## src/rtl/wdt_pkg.sv

```systemverilog
package wdt_pkg;
  localparam int unsigned STAT_W = 7;
  localparam int unsigned EV_N   = 6;

  localparam int unsigned ST_REF_VIOL = 0;
  localparam int unsigned ST_REF_ULK  = 1;
  localparam int unsigned ST_CFG_UPD  = 2;
  localparam int unsigned ST_CFG_ULK  = 3;
  localparam int unsigned ST_TO_INT   = 4;
  localparam int unsigned ST_TO_RST   = 5;
  localparam int unsigned ST_PARITY   = 6;

  // interrupt enable bit per event; reset enable is one above
  localparam int unsigned EV_IRQ_BIT [EV_N] = '{2, 4, 6, 16, 20, 22};
  localparam int unsigned EV_SRC_IRQ [EV_N] = '{ST_PARITY, ST_CFG_ULK, ST_CFG_UPD,
                                                ST_TO_INT, ST_REF_ULK, ST_REF_VIOL};
  localparam int unsigned EV_SRC_RST [EV_N] = '{ST_PARITY, ST_CFG_ULK, ST_CFG_UPD,
                                                ST_TO_RST, ST_REF_ULK, ST_REF_VIOL};

  typedef enum logic [1:0] {
    LP_HALT = 2'd0,
    LP_DIV4 = 2'd1,
    LP_DIV2 = 2'd2,
    LP_FULL = 2'd3
  } lp_mode_e;
endpackage

```

## src/rtl/wdt_prescale.sv

```systemverilog
module wdt_prescale
  import wdt_pkg::*;
#(
  parameter int unsigned DIV_W = 4
) (
  input  logic             clk_i,
  input  logic             rst_ni,
  input  logic             enable_i,
  input  logic [DIV_W-1:0] div_exp_i,
  input  logic             lp_act_i,
  input  logic [1:0]       lp_mode_i,
  output logic             tick_o
);
  localparam int unsigned PRE_W = (1 << DIV_W) - 1;

  logic [PRE_W-1:0] pre_q, mask;
  logic [1:0]       lp_q;
  logic             base_tick;
  lp_mode_e         mode;

  always_comb begin
    for (int i = 0; i < PRE_W; i++) mask[i] = (i < int'(div_exp_i));
  end

  assign base_tick = enable_i && ((pre_q & mask) == mask);
  assign mode      = lp_mode_e'(lp_mode_i);

  always_ff @(posedge clk_i or negedge rst_ni) begin
    if (!rst_ni) begin
      pre_q <= '0;
      lp_q  <= '0;
    end else if (!enable_i) begin
      pre_q <= '0;
      lp_q  <= '0;
    end else begin
      pre_q <= pre_q + {{(PRE_W-1){1'b0}}, 1'b1};
      if (base_tick) lp_q <= lp_q + 2'd1;
    end
  end

  always_comb begin
    tick_o = base_tick;
    if (lp_act_i) begin
      unique case (mode)
        LP_HALT: tick_o = 1'b0;
        LP_DIV4: tick_o = base_tick && (lp_q == 2'd3);
        LP_DIV2: tick_o = base_tick && lp_q[0];
        LP_FULL: tick_o = base_tick;
        default: tick_o = 1'b0;
      endcase
    end
  end

  assert_pre_clear_R3: assert property (@(posedge clk_i) disable iff (!rst_ni)
    !enable_i |=> (pre_q == '0 && lp_q == 2'd0));
endmodule

```

## src/rtl/wdt_window.sv

```systemverilog
module wdt_window #(
  parameter int unsigned CNT_W = 16
) (
  input  logic [CNT_W-1:0] cnt_i,
  input  logic [CNT_W-1:0] period_i,
  input  logic             win_en_i,
  input  logic [1:0]       lo_sel_i,
  input  logic [2:0]       hi_sel_i,
  output logic             ok_o
);
  localparam int unsigned PW = CNT_W + 5;

  logic [PW-1:0]    per_x, lo_mul, hi_mul, lo_prod, hi_prod;
  logic [CNT_W-1:0] lo_ticks, hi_ticks;
  logic [CNT_W:0]   close_at;

  assign per_x    = {5'b0, period_i};
  assign lo_mul   = {{(PW-5){1'b0}}, 2'b01, lo_sel_i, 1'b0};
  assign hi_mul   = {{(PW-4){1'b0}}, 1'b0, hi_sel_i} + {{(PW-1){1'b0}}, 1'b1};
  assign lo_prod  = per_x * lo_mul;
  assign hi_prod  = per_x * hi_mul;
  assign lo_ticks = lo_prod[CNT_W+3:4];
  assign hi_ticks = hi_prod[CNT_W+3:4];
  assign close_at = {1'b0, lo_ticks} + {1'b0, hi_ticks};

  logic unused_prod;
  assign unused_prod = ^{lo_prod[PW-1:CNT_W+4], lo_prod[3:0], hi_prod[PW-1:CNT_W+4], hi_prod[3:0]};

  assign ok_o = !win_en_i || ((cnt_i >= lo_ticks) && ({1'b0, cnt_i} < close_at));
endmodule

```

## src/rtl/wdt_counter.sv

```systemverilog
module wdt_counter #(
  parameter int unsigned CNT_W = 16
) (
  input  logic             clk_i,
  input  logic             rst_ni,
  input  logic             enable_i,
  input  logic             tick_i,
  input  logic             reload_i,
  input  logic [CNT_W-1:0] int_thr_i,
  input  logic [CNT_W-1:0] rst_thr_i,
  output logic [CNT_W-1:0] cnt_o,
  output logic             hit_int_o,
  output logic             hit_rst_o
);
  logic [CNT_W-1:0] cnt_q, cnt_inc;
  logic             at_limit, adv;

  assign cnt_inc   = cnt_q + {{(CNT_W-1){1'b0}}, 1'b1};
  assign at_limit  = cnt_q >= rst_thr_i;
  assign adv       = enable_i && tick_i && !reload_i && !at_limit;
  assign hit_int_o = adv && (cnt_inc == int_thr_i);
  assign hit_rst_o = adv && (cnt_inc == rst_thr_i);

  always_ff @(posedge clk_i or negedge rst_ni) begin
    if (!rst_ni)                  cnt_q <= '0;
    else if (!enable_i || reload_i) cnt_q <= '0;
    else if (adv)                 cnt_q <= cnt_inc;
  end

  assign cnt_o = cnt_q;

  assert_clear_off_R3: assert property (@(posedge clk_i) disable iff (!rst_ni)
    !enable_i |=> cnt_q == '0);
  assert_hold_limit_R4: assert property (@(posedge clk_i) disable iff (!rst_ni)
    (enable_i && !reload_i && cnt_q >= rst_thr_i) |=> cnt_q == $past(cnt_q));
  assert_unit_step_R1: assert property (@(posedge clk_i) disable iff (!rst_ni)
    (cnt_q != $past(cnt_q)) |-> (cnt_q == '0 || cnt_q == CNT_W'($past(cnt_q) + 1'b1)));
endmodule

```

## src/rtl/wdt_status.sv

```systemverilog
module wdt_status
  import wdt_pkg::*;
(
  input  logic              clk_i,
  input  logic              rst_ni,
  input  logic [STAT_W-1:0] set_i,
  input  logic              clr_we_i,
  input  logic [STAT_W-1:0] clr_i,
  output logic [STAT_W-1:0] status_o
);
  logic [STAT_W-1:0] status_q, clr_eff;

  assign clr_eff = clr_we_i ? clr_i : '0;

  always_ff @(posedge clk_i or negedge rst_ni) begin
    if (!rst_ni) status_q <= '0;
    else         status_q <= (status_q & ~clr_eff) | set_i;
  end

  assign status_o = status_q;

  assert_w1c_R9: assert property (@(posedge clk_i) disable iff (!rst_ni)
    clr_we_i |=> ((status_q & $past(clr_i & ~set_i)) == '0));
  assert_set_sticks_R9: assert property (@(posedge clk_i) disable iff (!rst_ni)
    (set_i != '0) |=> ((status_q & $past(set_i)) == $past(set_i)));
endmodule

```

## src/rtl/wdt_window_core.sv

```systemverilog
module wdt_window_core
  import wdt_pkg::*;
#(
  parameter int unsigned CNT_W = 16,
  parameter int unsigned DIV_W = 4
) (
  input  logic             clk_i,
  input  logic             rst_ni,
  input  logic             enable_i,
  input  logic [DIV_W-1:0] div_exp_i,
  input  logic             lp_act_i,
  input  logic [1:0]       lp_mode_i,
  input  logic [CNT_W-1:0] int_thr_i,
  input  logic [CNT_W-1:0] rst_thr_i,
  input  logic             win_en_i,
  input  logic [1:0]       win_lo_sel_i,
  input  logic [2:0]       win_hi_sel_i,
  input  logic             refresh_i,
  input  logic [3:0]       ext_evt_i,
  input  logic             clr_we_i,
  input  logic [6:0]       clr_i,
  input  logic [31:0]      en_mask_i,
  output logic [CNT_W-1:0] count_o,
  output logic [6:0]       status_o,
  output logic             irq_o,
  output logic             rst_req_o
);
  logic             tick, win_ok, ref_ok, ref_bad, hit_int, hit_rst;
  logic [CNT_W-1:0] cnt;
  logic [STAT_W-1:0] set_vec, stat;
  logic [EV_N-1:0]  irq_vec, rst_vec;

  wdt_prescale #(.DIV_W(DIV_W)) u_pre (
    .clk_i, .rst_ni, .enable_i, .div_exp_i, .lp_act_i, .lp_mode_i,
    .tick_o(tick)
  );

  wdt_window #(.CNT_W(CNT_W)) u_win (
    .cnt_i(cnt), .period_i(rst_thr_i), .win_en_i,
    .lo_sel_i(win_lo_sel_i), .hi_sel_i(win_hi_sel_i), .ok_o(win_ok)
  );

  assign ref_ok  = refresh_i && enable_i && win_ok;
  assign ref_bad = refresh_i && enable_i && !win_ok;

  wdt_counter #(.CNT_W(CNT_W)) u_cnt (
    .clk_i, .rst_ni, .enable_i, .tick_i(tick), .reload_i(ref_ok),
    .int_thr_i, .rst_thr_i, .cnt_o(cnt), .hit_int_o(hit_int), .hit_rst_o(hit_rst)
  );

  always_comb begin
    set_vec              = '0;
    set_vec[ST_REF_VIOL] = ref_bad;
    set_vec[ST_REF_ULK]  = ext_evt_i[0];
    set_vec[ST_CFG_UPD]  = ext_evt_i[1];
    set_vec[ST_CFG_ULK]  = ext_evt_i[2];
    set_vec[ST_TO_INT]   = hit_int;
    set_vec[ST_TO_RST]   = hit_rst;
    set_vec[ST_PARITY]   = ext_evt_i[3];
  end

  wdt_status u_stat (
    .clk_i, .rst_ni, .set_i(set_vec), .clr_we_i, .clr_i, .status_o(stat)
  );

  for (genvar g = 0; g < EV_N; g++) begin : g_ev
    assign irq_vec[g] = stat[EV_SRC_IRQ[g]] && en_mask_i[EV_IRQ_BIT[g]];
    assign rst_vec[g] = stat[EV_SRC_RST[g]] && en_mask_i[EV_IRQ_BIT[g] + 1];
  end

  logic unused_mask;
  assign unused_mask = ^en_mask_i;

  assign irq_o     = |irq_vec;
  assign rst_req_o = |rst_vec;
  assign count_o   = cnt;
  assign status_o  = stat;

  assert_valid_reload_R5: assert property (@(posedge clk_i) disable iff (!rst_ni)
    (refresh_i && enable_i && win_ok) |=> count_o == '0);
  assert_viol_flag_R7: assert property (@(posedge clk_i) disable iff (!rst_ni)
    (refresh_i && enable_i && !win_ok) |=> status_o[ST_REF_VIOL]);
  assert_quiet_status_R10: assert property (@(posedge clk_i) disable iff (!rst_ni)
    (status_o == '0) |-> (!irq_o && !rst_req_o));
endmodule

```

## config.mk

```make
export PLATFORM = sky130hd
export DESIGN_NAME = wdt_window_core
export DESIGN_NICKNAME = d
export VERILOG_FILES = /design/src/rtl/wdt_pkg.sv /design/src/rtl/wdt_prescale.sv /design/src/rtl/wdt_window.sv /design/src/rtl/wdt_counter.sv /design/src/rtl/wdt_status.sv /design/src/rtl/wdt_window_core.sv
export SDC_FILE = /design/constraint.sdc
export NUM_CORES = 1
export LEC_CHECK = 0
export ABC_AREA = 1
export BUFFER_PORTS_ARGS = -buffer_cell sky130_fd_sc_hd__clkbuf_2
export CAP_MARGIN = 20
export CORE_UTILIZATION = 40
export CTS_BUF_LIST = sky130_fd_sc_hd__clkbuf_16
export DETAILED_ROUTE_END_ITERATION = 12
export PLACE_DENSITY = 0.58
export SETUP_SLACK_MARGIN = 0.05
export SLEW_MARGIN = 20
export SYNTH_ARGS = -nofsm -noshare
export SYNTH_HDL_FRONTEND = slang
export SYNTH_SLANG_ARGS = --single-unit
```

## constraint.sdc

```tcl
create_clock -name clk_i -period 2.5 [get_ports clk_i]
set_input_delay 0.125 -clock clk_i [delete_from_list [all_inputs] [get_ports clk_i]]
set_output_delay 0.125 -clock clk_i [all_outputs]
set_load 0.01 [all_outputs]
```

* Word level (Yosys, flattened, before mapping)
Cells that the tools add are included.
** Word-level totals
- Register bits :: 40
- Bits in latches :: 0
- Bits in writable memories :: 0
- ROM bits :: 0
- Bits of input ports :: 93
- Output and inout port bits :: 25
- Logic and storage cells :: 84
- Memories kept :: 0
** Operators by class
- $add $sub $neg :: 5
- Multipliers :: 2
- Div/mod/pow operators :: 0
- Order comparisons :: 18
- Equal/unequal tests :: 8
- Shift operators :: 0
- Multiplexer cells :: 8
- Bitwise operators :: 4
- Reduce and logical (&&, ||, !) cells :: 35
** Operators with widths (count)
- equality test 16 bit :: 2
- >= comparator 16 bit :: 2
- two-way mux 16 bit :: 2
- < comparator 4 bit (first input constant) :: 7
- logical AND 1 bit :: 24
- multiplier 16 x 21 -> 20 bit :: 1
- multiplier 16 x 3 -> 19 bit :: 1
- adder 16 x 16 -> 17 bit :: 1
- < comparator 16 x 17 -> 1 bit :: 1
- adder 16 x 1 -> 16 bit (second input constant) :: 1
- < comparator 3 x 4 -> 1 bit (first input constant) :: 4
- adder 15 x 1 -> 15 bit (second input constant) :: 1
- AND 15 bit :: 1
- equality test 15 bit :: 1
- two-way mux 15 bit :: 1
- OR reduction 6 bit :: 2
- < comparator 1 x 4 -> 1 bit (first input constant) :: 2
- < comparator 2 x 4 -> 1 bit (first input constant) :: 2
- AND 7 bit :: 1
- two-way mux 7 bit :: 1
- inverter 7 bit :: 1
- OR 7 bit :: 1
- equality test 2 bit (second input constant) :: 3
- logical NOT 1 bit :: 5
- other kinds (10) :: 12

* Logic depth before layout (Yosys ltp)
- Word-level depth :: 12
- Depth in mapped cells :: 39
- Gate-level depth less buffers :: 38

* Modules after synthesis
A second synthesis with hierarchy kept.
** Unflattened totals
- Cell total of the unflattened synthesis :: 1316
- Area, all modules :: 8421.8 um^2
** By module, submodules not included
- wdt_window :: instances 1, cells each 761, area an instance 4849.7 um^2, seq. area each 0.0 um^2
- wdt_counter :: instances 1, cells each 325, area an instance 1981.9 um^2, seq. area each 400.4 um^2
- wdt_prescale :: instances 1, cells each 167, area an instance 1204.9 um^2, seq. area each 425.4 um^2
- wdt_status :: instances 1, cells each 35, area an instance 280.3 um^2, seq. area each 175.2 um^2
- wdt_window_core :: instances 1, cells each 28, area an instance 105.1 um^2, seq. area each 0.0 um^2

* Least setup slack after synthesis
No wires, ideal clock.
- Kind :: input -> register
- Start :: input win_hi_sel_i[0]
- End :: register u_cnt.cnt_q[4], in the netlist u_cnt.cnt_o[4]
- Library setup time :: 0.121 ns
- Arrival time :: 5.499 ns
- Data required time :: 2.379 ns
- Path slack :: -3.120 ns
- Stages on the path :: 37
- Path buffers :: 1
- Cells stage by stage :: ha_1 or2_2 nand2_1 nor2_1 fa_1 inv_1 fa_1 inv_1 ha_1 a21oi_1 o21ai_0 a21oi_1 o21ai_0 xor2_1 inv_1 ha_1 nand2_1 inv_1 a21oi_1 o21ai_1 a21boi_0 o21ai_1 xnor2_1 ha_1 nand2_1 nor2_1 a211oi_1 nand2_1 nand2_1 nand2_1 nand2_1 nand3_1 nand2_2 nand2_4 nand2_2 buf_6 a21oi_1
** On the way
- Word-level cells in the longest chain between the ends :: 11
- Elaborated cells on any way between the ends :: 13
- Those cells by class :: add/sub: 2; mul: 1; order compare: 1; mux: 1; reduce/logical: 8
** Ends and longest elaborated chain
- start, declared :: RTL line wdt_window_core.sv:17 : input logic [2:0] win_hi_sel_i,
- adder 3 x 1 -> 4 bit * :: RTL line wdt_window.sv:19 : assign hi_mul = {{(PW-4){1'b0}}, 1'b0, hi_sel_i} + {{(PW-1){1'b0}}, 1'b1};
- multiplier 16 x 21 -> 20 bit * :: RTL line wdt_window.sv:21 : assign hi_prod = per_x * hi_mul;
- adder 16 x 16 -> 17 bit * :: RTL line wdt_window.sv:24 : assign close_at = {1'b0, lo_ticks} + {1'b0, hi_ticks};
- < comparator 16 x 17 -> 1 bit * :: RTL line wdt_window.sv:29 : assign ok_o = !win_en_i || ((cnt_i >= lo_ticks) && ({1'b0, cnt_i} < close_at));
- logical AND 1 bit * :: RTL line wdt_window.sv:29
- logical OR 1 bit * :: RTL line wdt_window.sv:29
- logical AND 1 bit * :: RTL line wdt_window_core.sv:43 : assign ref_ok = refresh_i && enable_i && win_ok;
- logical NOT 1 bit :: RTL line wdt_counter.sv:20 : assign adv = enable_i && tick_i && !reload_i && !at_limit;
- logical AND 1 bit (2 in series) :: RTL line wdt_counter.sv:20
- nonzero test 2 bit (no source line)
- end signal, assigned :: RTL line wdt_counter.sv:27 : else if (adv) cnt_q <= cnt_inc;
- end, declared :: RTL line wdt_counter.sv:15 : logic [CNT_W-1:0] cnt_q, cnt_inc;
Mark *: on every way between the ends. The rest lies on a longest branch, timed or not.
A chain may end at the register's enable or synchronous reset.

* Worst setup path in the final report
- Start :: input win_hi_sel_i[0]
- End :: register u_cnt.cnt_q[7], in the netlist u_cnt.cnt_o[7]
The elaborated chain is that of the path after synthesis.

==> impl_metrics.tcl <==
set metrics [dict create \
    status "complete, but fails checks" \
    violations "negative hold slack, negative setup slack" \
    start_kind "primary input" \
    tritoncts "done" \
    via_count 8197 \
    ys_ff_latch 40 \
    num_rows 50 \
    fp.dieH_um 141 \
    required_ns 2.68 \
    worst_pin_slew_ns 0.920 \
    avgViaCountPerCell 4.83 \
    max_stage_delay_ns 0.49 \
    synth_top_family_by_area "adder cells" \
    p_leak_nw 6.10 \
    drv_slew 0 \
    grt_pass1_vias 8091 \
    dr.pass1.iters 5 \
    ant_nets 0 \
    yosysTopAreaCell "ha_1" \
    power_density_nw_per_um2 650 \
    avgSynthCellArea_um2 6.78 \
    pwr-share-comb 0.765 \
    cp-end-kind "flop" \
    die_area_um2 20000 \
    htree_levels 2 \
    core_um2 18900 \
    synth_warnings 0 \
    synth_nets 1389 \
    period_share 2.07 \
    synth_ff_type "dfrtp_1" \
    ys_top_cells_by_count "nand2_1 (283), inv_1 (220), ha_1 (108)" \
    start_util 0.411 \
    antenna_cells 0 \
    swShare 0.423 \
    cp_common_cell "nand2_1" \
    drcViolationCount 0 \
    critPathSlowestCell "fa_1" \
    dieWidth_um 141 \
    cp_max_fo 8 \
    syn_inst 1145 \
    fin_setup_tns_ns -50.14 \
    numCtsBuffers 5 \
    drt_iter0_markers 292 \
    synth-simple-area-share 0.264 \
    ys_seq_area_frac 0.129 \
    layout_setup_ws_ns -2.67 \
    post_drt_wl_per_cell_um 13.3 \
    place_congestion 0.867 \
    yosys.area_share.xor_xnor 0.0767 \
    p_switching_w 0.00293 \
    synth_top_area_frac 0.174 \
    cts_sinks 40 \
    syn2layout_area_growth_pct 37.2 \
    clock_path_buffers 2 \
    finalSetupViolations 19 \
    synth.most_common_cell "nand2_1" \
    wl_um 22500 \
    skew_ns 0.00289 \
    hold_violations 40 \
    syn_area_um2 7760 \
    path_class "in2reg" \
    synth_area_leaders "ha_1 (17%), nand2_1 (14%), dfrtp_1 (13%)" \
    post-route-min-period_ns 5.17 \
    async_flop_share 1.00 \
    io_pins 118 \
    cts-root-buf "clkbuf_16" \
    worstSkewPairLatency_ns 0.29 \
    path_clk_slew_ns 0.06 \
    grt_pass1_wl_um 37700 \
    layout.nets 1681 \
    synth_edf_count 0 \
    slew_headroom 0.387 \
    synthAdderAreaFrac 0.285 \
    fmax_ghz 0.193 \
    grt_use_total 0.236 \
    hold_slack_ns -0.0343 \
    synthDistinctLibCells 44 \
    p_int_w 0.00400 \
    n_fill_cell 1943 \
    final_layout_size_suffix_gt1_frac 0.272 \
    antenna_found_initial 0 \
    synth_compound_area_frac 0.127 \
    port_buffers 97 \
    rsz0062_at_grt "yes" \
    dpl.hpwl_um 19200 \
    p_clk_frac 0.138 \
    hold_path.class "in2async" \
    seq_power_share 0.098 \
    grt_max_degree 41 \
    arrival_ns 5.35 \
    globalRouteOverflowTotal 0 \
    maxCapViolations 0 \
    vdd_ir_drop_max_v 0.000359 \
    synthMuxAreaShare 0 \
]
## power groups by stage
stage / Clock, W / Combinational, W / Sequential, W
final: 0.000955 / 0.00530 / 0.000677
after global routing: 0.000995 / 0.00596 / 0.000678
after CTS: 0.000970 / 0.00504 / 0.000676
after detailed placement: 0 / 0.00488 / 0.000688
after global placement: 0 / 0.00479 / 0.000688
after floorplan: 0 / 0.00291 / 0.000688
## per-stage QoR
step	utilization	cells	worst slack, ns	area, um2	total power (W)
final	0.564	1698	-2.67	10700	0.00693
after global routing	0.564	1698	-3.02	10700	0.00763
after detailed placement	0.534	1679	-3.08	10100	0.00557
after floorplan	-	1145	-2.66	7930	0.00360
after global placement	0.534	1679	-2.97	10100	0.00548
after CTS	0.553	1692	-2.65	10500	0.00669
## worst paths after layout
path	endpoint	start	slack, ns	cells past startpoint
setup / recovery	u_cnt.cnt_o[7]	win_hi_sel_i[0]	-2.67	36
hold / removal	u_pre.pre_q[12]	rst_ni	-0.03	1
setup reg to reg	u_stat.status_o[4]	u_cnt.cnt_o[3]	0.01	12
hold reg to reg	u_pre.pre_q[10]	u_pre.pre_q[10]	0.50	1
max in group asynchronous	u_stat.status_o[3]	rst_ni	1.95	1
min in group clk_i	u_stat.status_o[3]	ext_evt_i[2]	0.01	2
## worst max-delay path: cells and delay by family
family / cells / cell delay [ns]
adders and majority gates: 6 / 1.96
xor gates and xnor gates: 2 / 0.38
buffers and inverters: 5 / 0.38
and+or+nand+nor: 14 / 1.37
AOI/OAI and AO/OA: 9 / 1.11
## registers in the layout, indices dropped and copies added, names as in the netlist
register,flops
u_cnt.cnt_o,16
u_pre.pre_q,15
u_stat.status_o,7
u_pre.lp_q,2
## logic make-up (layout without fill, tap and decap cells)
family / after synthesis / count (layout)
buffers and inverters: 237 / 529
AO/OA/AOI/OAI: 168 / 168
adder cells (fa/ha/maj): 151 / 151
XOR/XNOR: 68 / 68
flip-flops: 40 / 40
AND/OR/NAND/NOR: 481 / 482
## area by class of cell
type | count | area [um2] | area share
clock buffers | 5 | 125 | 0.0117
clock inverters | 3 | 90.1 | 0.00845
inverters | 225 | 845 | 0.0793
multi-input cells | 869 | 6260 | 0.588
flip-flops and latches | 40 | 1000 | 0.0939
well taps | 260 | 325 | 0.0305
repair buffers | 296 | 2010 | 0.188
## routing by layer
| layer | part of all wire | global-route usage |
|---|---|---|
| met1 | 0.47 | 0.304 |
| met2 | 0.49 | 0.428 |
| met3 | 0.022 | 0.0125 |
| met4 | 0.015 | 0.0629 |
| met5 | 0 | 0 |
## placed cells by master, fill, tap and decap left out, drive strengths merged, types with 5 or more instances in the layout
cell type and count:
nand3 58, fa 43, o21bai 10, a31oi 5, xnor2 23, buf 202, nand3b 8, dfrtp 40
a21oi 88, a21o 8, xor2 45, nand2 291, inv 225, o21ai 31, o211ai 6, ha 108
clkbuf 99, nor2 91, nand4 12, nor3 18
## repair_timing
| item | CTS | global route |
|---|---|---|
| endpoints found under the setup margin | 19 | 19 |
| hold buffers | 0 | 0 |
| buffers inserted | 4 | 6 |
| pin swaps | 20 | 23 |
| cloned | 1 | 0 |
| resized for setup | 18 | 32 |
(Power assumes the default switching activity.)
